<file path="src/rtl/ppb_pkg.sv">
package ppb_pkg;

    typedef enum logic [1:0] {
        STOP_IGNORE  = 2'd0,
        STOP_DISCARD = 2'd1,
        STOP_COMMIT  = 2'd2
    } stop_act_e;

    // Programming needs STOP in the window after an acknowledge,
    // no write protection and at least one latched byte.
    function automatic stop_act_e stop_decision(
        input logic stop,
        input logic in_window,
        input logic protect,
        input logic have_data
    );
        if (!stop)
            return STOP_IGNORE;
        if (in_window && !protect && have_data)
            return STOP_COMMIT;
        return STOP_DISCARD;
    endfunction

endpackage

</file>
<file path="src/rtl/ppb_page_latch.sv">
module ppb_page_latch #(
    parameter int DATA_W     = 8,
    parameter int PAGE_BYTES = 64,
    localparam int OFF_W     = $clog2(PAGE_BYTES)
) (
    input  logic              clk,
    input  logic              rst_n,
    input  logic              clr_i,
    input  logic              wr_i,
    input  logic [OFF_W-1:0]  wr_off_i,
    input  logic [DATA_W-1:0] wr_data_i,
    input  logic [OFF_W-1:0]  rd_off_i,
    output logic [DATA_W-1:0] rd_data_o,
    output logic              rd_valid_o,
    output logic              any_valid_o
);

    typedef struct packed {
        logic [PAGE_BYTES-1:0]             vld;
        logic [PAGE_BYTES-1:0][DATA_W-1:0] mem;
    } latch_t;

    latch_t lat_d, lat_q;

    always_comb begin
        lat_d = lat_q;
        if (clr_i)
            lat_d.vld = '0;
        if (wr_i) begin
            lat_d.vld[wr_off_i] = 1'b1;
            lat_d.mem[wr_off_i] = wr_data_i;
        end
    end

    always_ff @(posedge clk or negedge rst_n) begin
        if (!rst_n)
            lat_q <= '0;
        else
            lat_q <= lat_d;
    end

    assign rd_data_o   = lat_q.mem[rd_off_i];
    assign rd_valid_o  = lat_q.vld[rd_off_i];
    assign any_valid_o = |lat_q.vld;

    // A loaded position is marked valid on the following clock
    assert_load_marks_R2: assert property (@(posedge clk) disable iff (!rst_n)
        wr_i |=> lat_q.vld[$past(wr_off_i)]);

endmodule

</file>
<file path="src/rtl/ppb_prog_timer.sv">
module ppb_prog_timer #(
    parameter int PAGE_BYTES  = 64,
    parameter int PROG_CYCLES = 2_500_000,
    localparam int OFF_W      = $clog2(PAGE_BYTES),
    localparam int CNT_W      = $clog2(PROG_CYCLES + 1)
) (
    input  logic             clk,
    input  logic             rst_n,
    input  logic             start_i,
    output logic             busy_o,
    output logic             done_o,
    output logic             scan_act_o,
    output logic [OFF_W-1:0] scan_off_o
);

    localparam logic [CNT_W-1:0] LAST   = CNT_W'(PROG_CYCLES - 1);
    localparam logic [CNT_W-1:0] SCAN_N = CNT_W'(PAGE_BYTES);

    typedef struct packed {
        logic             busy;
        logic [CNT_W-1:0] cnt;
    } tmr_t;

    tmr_t tmr_d, tmr_q;

    always_comb begin
        tmr_d = tmr_q;
        if (tmr_q.busy) begin
            if (tmr_q.cnt == LAST) begin
                tmr_d.busy = 1'b0;
                tmr_d.cnt  = '0;
            end else begin
                tmr_d.cnt = tmr_q.cnt + 1'b1;
            end
        end else if (start_i) begin
            tmr_d.busy = 1'b1;
            tmr_d.cnt  = '0;
        end
    end

    always_ff @(posedge clk or negedge rst_n) begin
        if (!rst_n)
            tmr_q <= '0;
        else
            tmr_q <= tmr_d;
    end

    assign busy_o     = tmr_q.busy;
    assign done_o     = tmr_q.busy && (tmr_q.cnt == LAST);
    assign scan_act_o = tmr_q.busy && (tmr_q.cnt < SCAN_N);
    assign scan_off_o = tmr_q.cnt[OFF_W-1:0];

    // Busy holds until the last count
    assert_busy_holds_R4: assert property (@(posedge clk) disable iff (!rst_n)
        (tmr_q.busy && tmr_q.cnt != LAST) |=> tmr_q.busy);

    // Busy only ends from the last count
    assert_busy_ends_R4: assert property (@(posedge clk) disable iff (!rst_n)
        $fell(tmr_q.busy) |-> ($past(tmr_q.cnt) == LAST));

endmodule

</file>
<file path="src/rtl/page_prog_buffer.sv">
module page_prog_buffer #(
    parameter int ADDR_W      = 15,
    parameter int DATA_W      = 8,
    parameter int PAGE_BYTES  = 64,
    parameter int PROG_CYCLES = 2_500_000
) (
    input  logic              clk,
    input  logic              rst_n,
    input  logic              load_i,
    input  logic [ADDR_W-1:0] load_addr_i,
    input  logic [DATA_W-1:0] load_data_i,
    input  logic              ack_win_i,
    input  logic              stop_i,
    input  logic              wp_i,
    output logic              busy_o,
    output logic              arr_we_o,
    output logic [ADDR_W-1:0] arr_addr_o,
    output logic [DATA_W-1:0] arr_wdata_o
);
    import ppb_pkg::*;

    localparam int OFF_W  = $clog2(PAGE_BYTES);
    localparam int PAGE_W = ADDR_W - OFF_W;

    typedef struct packed {
        logic [PAGE_W-1:0] page;
        logic [OFF_W-1:0]  off;
        logic              fresh;
    } ctl_t;

    ctl_t ctl_d, ctl_q;

    logic              lat_clr, lat_wr, lat_rd_vld, lat_any;
    logic [OFF_W-1:0]  lat_off;
    logic [DATA_W-1:0] lat_rd_data;
    logic              tmr_start, tmr_busy, tmr_done, scan_act;
    logic [OFF_W-1:0]  scan_off;
    stop_act_e         stop_act;

    ppb_page_latch #(
        .DATA_W     (DATA_W),
        .PAGE_BYTES (PAGE_BYTES)
    ) u_latch (
        .clk         (clk),
        .rst_n       (rst_n),
        .clr_i       (lat_clr),
        .wr_i        (lat_wr),
        .wr_off_i    (lat_off),
        .wr_data_i   (load_data_i),
        .rd_off_i    (scan_off),
        .rd_data_o   (lat_rd_data),
        .rd_valid_o  (lat_rd_vld),
        .any_valid_o (lat_any)
    );

    ppb_prog_timer #(
        .PAGE_BYTES  (PAGE_BYTES),
        .PROG_CYCLES (PROG_CYCLES)
    ) u_timer (
        .clk        (clk),
        .rst_n      (rst_n),
        .start_i    (tmr_start),
        .busy_o     (tmr_busy),
        .done_o     (tmr_done),
        .scan_act_o (scan_act),
        .scan_off_o (scan_off)
    );

    assign stop_act = stop_decision(stop_i, ack_win_i, wp_i, lat_any);

    always_comb begin
        ctl_d     = ctl_q;
        lat_clr   = 1'b0;
        lat_wr    = 1'b0;
        lat_off   = ctl_q.off;
        tmr_start = 1'b0;
        if (tmr_busy) begin
            // bus locked out; only the end of the cycle matters
            if (tmr_done)
                lat_clr = 1'b1;
        end else if (stop_act != STOP_IGNORE) begin
            ctl_d.fresh = 1'b1;
            if (stop_act == STOP_COMMIT)
                tmr_start = 1'b1;
            else
                lat_clr = 1'b1;
        end else if (load_i) begin
            lat_wr = 1'b1;
            if (ctl_q.fresh) begin
                ctl_d.page  = load_addr_i[ADDR_W-1:OFF_W];
                lat_off     = load_addr_i[OFF_W-1:0];
                lat_clr     = 1'b1;
                ctl_d.fresh = 1'b0;
            end
            ctl_d.off = lat_off + OFF_W'(1);
        end
    end

    always_ff @(posedge clk or negedge rst_n) begin
        if (!rst_n) begin
            ctl_q       <= '0;
            ctl_q.fresh <= 1'b1;
        end else begin
            ctl_q <= ctl_d;
        end
    end

    assign busy_o      = tmr_busy;
    assign arr_we_o    = scan_act && lat_rd_vld;
    assign arr_addr_o  = {ctl_q.page, scan_off};
    assign arr_wdata_o = lat_rd_data;

    // A cycle only starts from a qualifying STOP
    assert_start_qualified_R4: assert property (@(posedge clk) disable iff (!rst_n)
        $rose(busy_o) |-> $past(stop_i && ack_win_i && !wp_i && lat_any));

    // Write protection keeps the block ready
    assert_wp_blocks_R7: assert property (@(posedge clk) disable iff (!rst_n)
        (!busy_o && stop_i && wp_i) |=> !busy_o);

    // Empty transaction never programs
    assert_empty_no_cycle_R8: assert property (@(posedge clk) disable iff (!rst_n)
        (!busy_o && stop_i && ack_win_i && !lat_any) |=> !busy_o);

    // Page does not move while the bus is locked out
    assert_page_frozen_R9: assert property (@(posedge clk) disable iff (!rst_n)
        busy_o |=> $stable(ctl_q.page));

    // No byte stays marked after the cycle
    assert_valid_cleared_R10: assert property (@(posedge clk) disable iff (!rst_n)
        $fell(busy_o) |-> !lat_any);

endmodule

</file>
<file path="config.mk">
export PLATFORM = sky130hd
export DESIGN_NAME = page_prog_buffer
export DESIGN_NICKNAME = d
export VERILOG_FILES = /design/src/rtl/ppb_pkg.sv /design/src/rtl/ppb_page_latch.sv /design/src/rtl/ppb_prog_timer.sv /design/src/rtl/page_prog_buffer.sv
export SDC_FILE = /design/constraint.sdc
export NUM_CORES = 1
export LEC_CHECK = 0
export BUFFER_PORTS_ARGS = -buffer_cell sky130_fd_sc_hd__clkbuf_2
export CORE_MARGIN = 3
export CORE_UTILIZATION = 50
export DETAILED_ROUTE_END_ITERATION = 10
export PLACE_DENSITY = 0.66
export SLEW_MARGIN = 20
export SYNTH_ARGS = -nofsm -noshare
export SYNTH_HDL_FRONTEND = slang
export SYNTH_HIERARCHICAL = 1
export SYNTH_SLANG_ARGS = --single-unit
</file>
<file path="constraint.sdc">
create_clock -name clk -period 3.9 [get_ports clk]
set_clock_uncertainty 0.2 [all_clocks]
set_input_delay 0.195 -clock clk [delete_from_list [all_inputs] [get_ports clk]]
set_output_delay 0.195 -clock clk [all_outputs]
set_load 0.05 [all_outputs]
</file>
==> out/qor.yml, run 1 <==
final_layout:
  final_core_util: 0.570
  final_cells: 2840
  fin_nets: 2068
  drive_above_1_share: 0.452
  area_growth_pct: 12.3
  final_cell_mix: "611 x dfrtp_1, 518 x mux2_2, 144 x mux4_2, 67 x clkbuf_16, 56 x nand2_1"
  layout_commonest_cell: "dfrtp_1"
  diodes: 0
critical_path:
  rrSetupSlack_ns: 0.23
  cp_slowest_cell: "mux4_2"
  path_class: "register to primary output"
  crit_top_cell: "buf_12"
  arrival_ns: 3.37
  worst_ep_required_time_ns: 3.50
  reg2reg_depth: 8
  startpoint_type: "register"
  cp-end-kind: "primary output"
  crit_fanout: 23
  r2r-start: "u_timer/busy_o"
  cp_cell_sequence: "buf_12, buf_12, mux4_2, o221ai_1, o21ai_0, a22o_1, clkbuf_2"
  crit_family: "compound AO/OA/AOI/OAI gates"
  critPathBufInv: 3
  cp_slowest_stage_delay_ns: 0.54
timing:
  slew_viol_final: 0
  slew_headroom: 0.317
  finalCritPeriodShare: 0.966
  hold_viol: 0
  fmax_mhz: 265
  setup_viol: 0
  rsz0062_at_grt: "no"
  period_minus_slack_ns: 3.77
  tightest_slew_ns: 1.02
  tns_ns: 0
synth:
  synth_compound_area_frac: 0.0487
  ys_top_cells_by_area: "dfrtp_1 53%, mux2_2 20%, mux4_2 11%, clkbuf_1 1.0%, o21ai_0 0.92%"
  ys_types: 71
  synth_top_family_by_area: "multiplexers"
  synth.area.mux_share: 0.328
  synthArstFlopShare: 1.00
  syn-num-nets: 2009
  synth_seq_area_share: 0.536
  yosys.area.top_type: "dfrtp_1"
  yosysTopAreaCellShare: 0.535
  post_synth_fa_ha_maj_area_fraction: 0.000871
  synth_xor_xnor_area_share: 0.00152
  yosys.area_share.simple: 0.0520
  ys_warn_count: 6
  synth_ff_type: "dfrtp_1"
  avgSynthCellArea_um2: 14.5
  syn_area_mm2: 0.0287
  synth_cells: 1978
  ys_seq_elements: 615
  synth_edf_count: 0
cts:
  numCtsBuffers: 66
  cts_tree: "yes"
  cts_buffer_depth: 3
  htreeDepth: 3
  cts.clk_slew.worst_paths_ns: 0.06
  cts-root-buf: "clkbuf_16"
  cts_resized: 0
  cts_sinks: 615
  clk_latency_ns: 0.59
placement:
  placed_cells: 2696
  place_hpwl_mm: 46.7
  place_congestion: 0.940
  io_buffers: 53
route:
  wirelength_mm: 71.8
  drtPass1Iterations: 5
  via_count: 17576
  wl_met2_mm: 34.4
  route.top_layer_used: "met4"
  ant_nets: 0
  via_per_inst: 6.19
  drtIter0Drc: 1265
  drc_errors: 0
  dr_wl_met3_mm: 3.95
  wl_met1_mm: 31.4
  wire_per_inst_um: 25.3
pwr:
  power_leakage_nw: 15.4
  ir_worst_vdd_mv: 0.848
  power_density_mw_per_mm2: 702
  total_power_w: 0.0226
die:
  ios: 54
  start_util: 0.507
  die-area_mm2: 0.0604
  die_x_um: 246
  die_height_um: 246
  fp.coreArea_mm2: 0.0566
  rows: 87
global_route:
  grt_use_total: 0.244
  grt_antenna_before_repair: 1
  grt_max_degree: 108
  grt_pass1_vias: 18337
  grt_first_pass_wirelength_mm: 112
  gr-total-overflow: 0
flow_run:
  drv_cap: 0
worst_hold_path:
  hold_class: "input port to async pin"
status:
  status: "complete, no violations"
-- cell usage after synthesis (16+ instances only) --
cell type and number:
o21ai_0 53, mux2_2 518, buf_2 29, nor4_1 19
o221ai_1 16, nand3_1 21, buf_4 16, a31oi_1 16
dfrtp_1 614, nor2_2 19, a21o_1 35, a21oi_1 26
mux4_2 144, clkbuf_1 78, nand2_1 56, nor2_1 32
inv_1 40, mux2i_1 23
-- worst max-delay path by stage --
stage / startpoint / end / slack (ns) / cells past startpoint
floorplan: u_timer/busy_o / register / 0.41 / 11
global placement: u_timer/busy_o / register / 0.36 / 8
detailed placement: u_timer/busy_o / register / 0.27 / 8
CTS: u_timer/scan_off_o[1] / arr_wdata_o[3] / 0.18 / 6
global route: u_timer/scan_off_o[1] / arr_wdata_o[3] / 0.04 / 6
finish: u_timer/scan_off_o[0] / arr_wdata_o[7] / 0.13 / 7
-- area by class of cell --
| cell class | instances | area, µm² |
|---|---|---|
| fillers | 4466 | 24300 |
| flip-flops and latches | 615 | 15400 |
| multi-input cells | 1168 | 12400 |
| clock buffers | 100 | 1940 |
| repair buffers | 144 | 1210 |
| well taps | 756 | 946 |
| clock inverters | 15 | 219 |
| inverters | 42 | 158 |
-- stage by stage --
| step | cell area [µm²] | hold WS (ns) | worst slack (ns) |
|---|---|---|---|
| 6_report | 32300 | 0.0214 | 0.131 |
| 5_1_grt | 32300 | 0.0478 | 0.0387 |
| 4_1_cts | 32300 | 0.0000908 | 0.184 |
| 2_1_floorplan | 28700 | -0.301 | 0.409 |
| 3_5_place_dp | 29800 | 0.110 | 0.271 |
| 3_3_place_gp | 29800 | 0.0959 | 0.362 |
-- worst reg2reg max path, stage by stage, from the launching register on --
cell     delay [ns]
dfrtp_1        0.37
or3b_4         0.44
inv_2          0.10
and2_4         0.27
mux2_2         0.48
nor2_1         0.16
and3_1         0.56
nand2_1        0.53
mux2_2         0.43
-- logic make-up (layout without fill, tap and decap cells) --
| logic type | count (synthesis) | in the layout |
|---|---|---|
| compound gates | 209 | 209 |
| xor+xnor | 5 | 5 |
| fa+ha+maj | 2 | 2 |
| buf+inv | 195 | 301 |
| flops | 615 | 615 |
| mux | 695 | 695 |
| simple gates | 257 | 257 |
-- power by group --
group	internal (W)	leakage, nW	switching [W]
logic	0.00337	5.89	0.00422
registers	0.00785	8.43	0.000970
clock network	0.00371	1.05	0.00253
-- layer usage --
| layer | global-route usage | vias to the layer above |
|---|---|---|
| li1 | - | 7505 |
| met1 | 0.342 | 9457 |
| met2 | 0.387 | 491 |
| met3 | 0.0445 | 123 |
| met4 | 0.0821 | 0 |
| met5 | 0 | - |
-- repair_timing --
item,CTS,global route
endpoints found under the setup margin,4,0
hold buffers,25,0
buffers inserted,4,0
hold endpoints to repair,102,0
Note: power is estimated with default switching activity, not from simulation.
==> run 2: changes to the inputs <==
--- a/config.mk
+++ b/config.mk
@@ -6,6 +6,7 @@
 export NUM_CORES = 1
 export LEC_CHECK = 0
 export BUFFER_PORTS_ARGS = -buffer_cell sky130_fd_sc_hd__clkbuf_2
+export CORE_ASPECT_RATIO = 0.9
 export CORE_MARGIN = 3
 export CORE_UTILIZATION = 50
 export DETAILED_ROUTE_END_ITERATION = 10
==> out/qor.yml, run 2 (synthesis gave the netlist of run 1 again) <==
critical_path:
  path_class: "register to primary output"
  startpoint_type: "register"
  cp-end-kind: "primary output"
  crit_fanout: 31
  arrival_ns: 3.39
  worst_ep_required_time_ns: 3.50
global_route:
  grt_antenna_before_repair: 0
  grt_first_pass_wirelength_mm: 112
  grt_pass1_vias: 18145
  gr-total-overflow: 0
  grt_use_total: 0.244
  grt_max_degree: 123
final_layout:
  fillCellCount: 4480
  layout_commonest_cell: "dfrtp_1"
  final_cell_mix: "611 x dfrtp_1, 518 x mux2_2, 144 x mux4_2, 73 x clkbuf_16, 56 x nand2_1"
  area_growth_pct: 12.7
  fin_nets: 2060
  diodes: 0
  final_cells: 2834
  drive_above_1_share: 0.452
cts:
  cts-root-buf: "clkbuf_16"
  clk_latency_ns: 0.61
  numCtsBuffers: 66
  cts.clk_slew.worst_paths_ns: 0.06
  cts_tree: "yes"
  cts_buffer_depth: 3
  cts_setup_buffers: 0
  htreeDepth: 3
  cts_sinks: 615
route:
  via_count: 17449
  via_per_inst: 6.16
  wirelength_mm: 71.9
  drtPass1Iterations: 6
  wire_per_inst_um: 25.4
  drtIter0Drc: 1282
  ant_nets: 0
  drc_errors: 0
die:
  fp.coreArea_mm2: 0.0562
  rows: 82
  die_height_um: 233
  die_x_um: 259
  start_util: 0.511
  ios: 54
  die-area_mm2: 0.0604
pwr:
  power_density_mw_per_mm2: 702
  power.switching_w: 0.00764
  total_power_w: 0.0227
  power_leakage_nw: 15.4
  ir_worst_vdd_mv: 0.537
  power_frac_seq: 0.392
  pwr-share-comb: 0.325
  switching_share: 0.336
  p_clk_frac: 0.283
  intPower_w: 0.0151
timing:
  tns_ns: 0
  period_minus_slack_ns: 3.79
  hold_viol: 0
  tightest_slew_ns: 1.10
  fin_ws_ns: 0.114
  slew_viol_final: 0
  whs_ns: 0.0593
  setup_viol: 0
  slew_headroom: 0.270
  fmax_mhz: 264
  finalCritPeriodShare: 0.971
worst_hold_path:
  hold_class: "input port to register"
placement:
  placed_cells: 2687
  io_buffers: 53
  dp_slack_ns: 0.280
  place_hpwl_mm: 46.3
  place_congestion: 0.873
status:
  status: "complete, no violations"
flow_run:
  drv_cap: 0
-- run 2: final cells by class --
type                    count  area, µm²  area share
flip-flops and latches    615      15400       0.476
clock buffers             103       2110      0.0652
well taps                 756        946      0.0292
repair buffers            136       1210      0.0373
clock inverters            14        151     0.00468
inverters                  42        158     0.00487
multi-input cells        1168      12400       0.383
-- run 2: metal layers --
| metal | track usage | up-vias | part of all wire |
|---|---|---|---|
| met4 | 0.0918 | 0 | 0.035 |
| met3 | 0.0386 | 157 | 0.053 |
| met2 | 0.380 | 516 | 0.47 |
| met1 | 0.348 | 9316 | 0.44 |
| li1 | - | 7460 | - |
| met5 | 0 | - | 0 |
-- run 2: worst paths after layout --
check | to | cells after the start | slack (ns) | startpoint
max reg2reg | register | 8 | 0.23 | u_timer/busy_o
min reg2reg | register | 1 | 0.29 | register
max in group asynchronous | async pin | 5 | 1.85 | rst_n
min in group asynchronous | u_timer/tmr_q[13] | 3 | 0.42 | rst_n
min | u_timer/busy_o | 5 | 0.06 | wp_i
max | arr_wdata_o[1] | 7 | 0.11 | u_timer/scan_off_o[0]
-- run 2: through the flow --
| step | area (µm²) | util |
|---|---|---|
| 4_1_cts | 32300 | 0.575 |
| 6_report | 32400 | 0.576 |
| 3_5_place_dp | 29800 | 0.529 |
| 2_1_floorplan | 28700 | - |
| 3_3_place_gp | 29800 | 0.529 |
| 5_1_grt | 32400 | 0.576 |
-- run 2: timing repair --
action | CTS | global route
gates resized for setup | 0 | 5
hold buffers | 28 | 1
hold endpoints to repair | 127 | 36
endpoints found under the setup margin | 0 | 2
-- run 2: worst max-delay path, stage by stage, from the launching register on --
cell      delay [ns]
dfrtp_4         0.55
buf_16          0.28
buf_12          0.26
mux4_2          0.57
o22ai_2         0.25
a211oi_1        0.12
a221o_1         0.44
clkbuf_2        0.26
-- run 2: power by group through the flow --
stage          combinational (W)  sequential (W)  clock [W]
6_report                 0.00738         0.00890    0.00644
5_1_grt                  0.00784         0.00908    0.00682
4_1_cts                  0.00738         0.00889    0.00658
3_5_place_dp             0.00728         0.00899          0
3_3_place_gp             0.00714         0.00890          0
2_1_floorplan            0.00564         0.00847          0
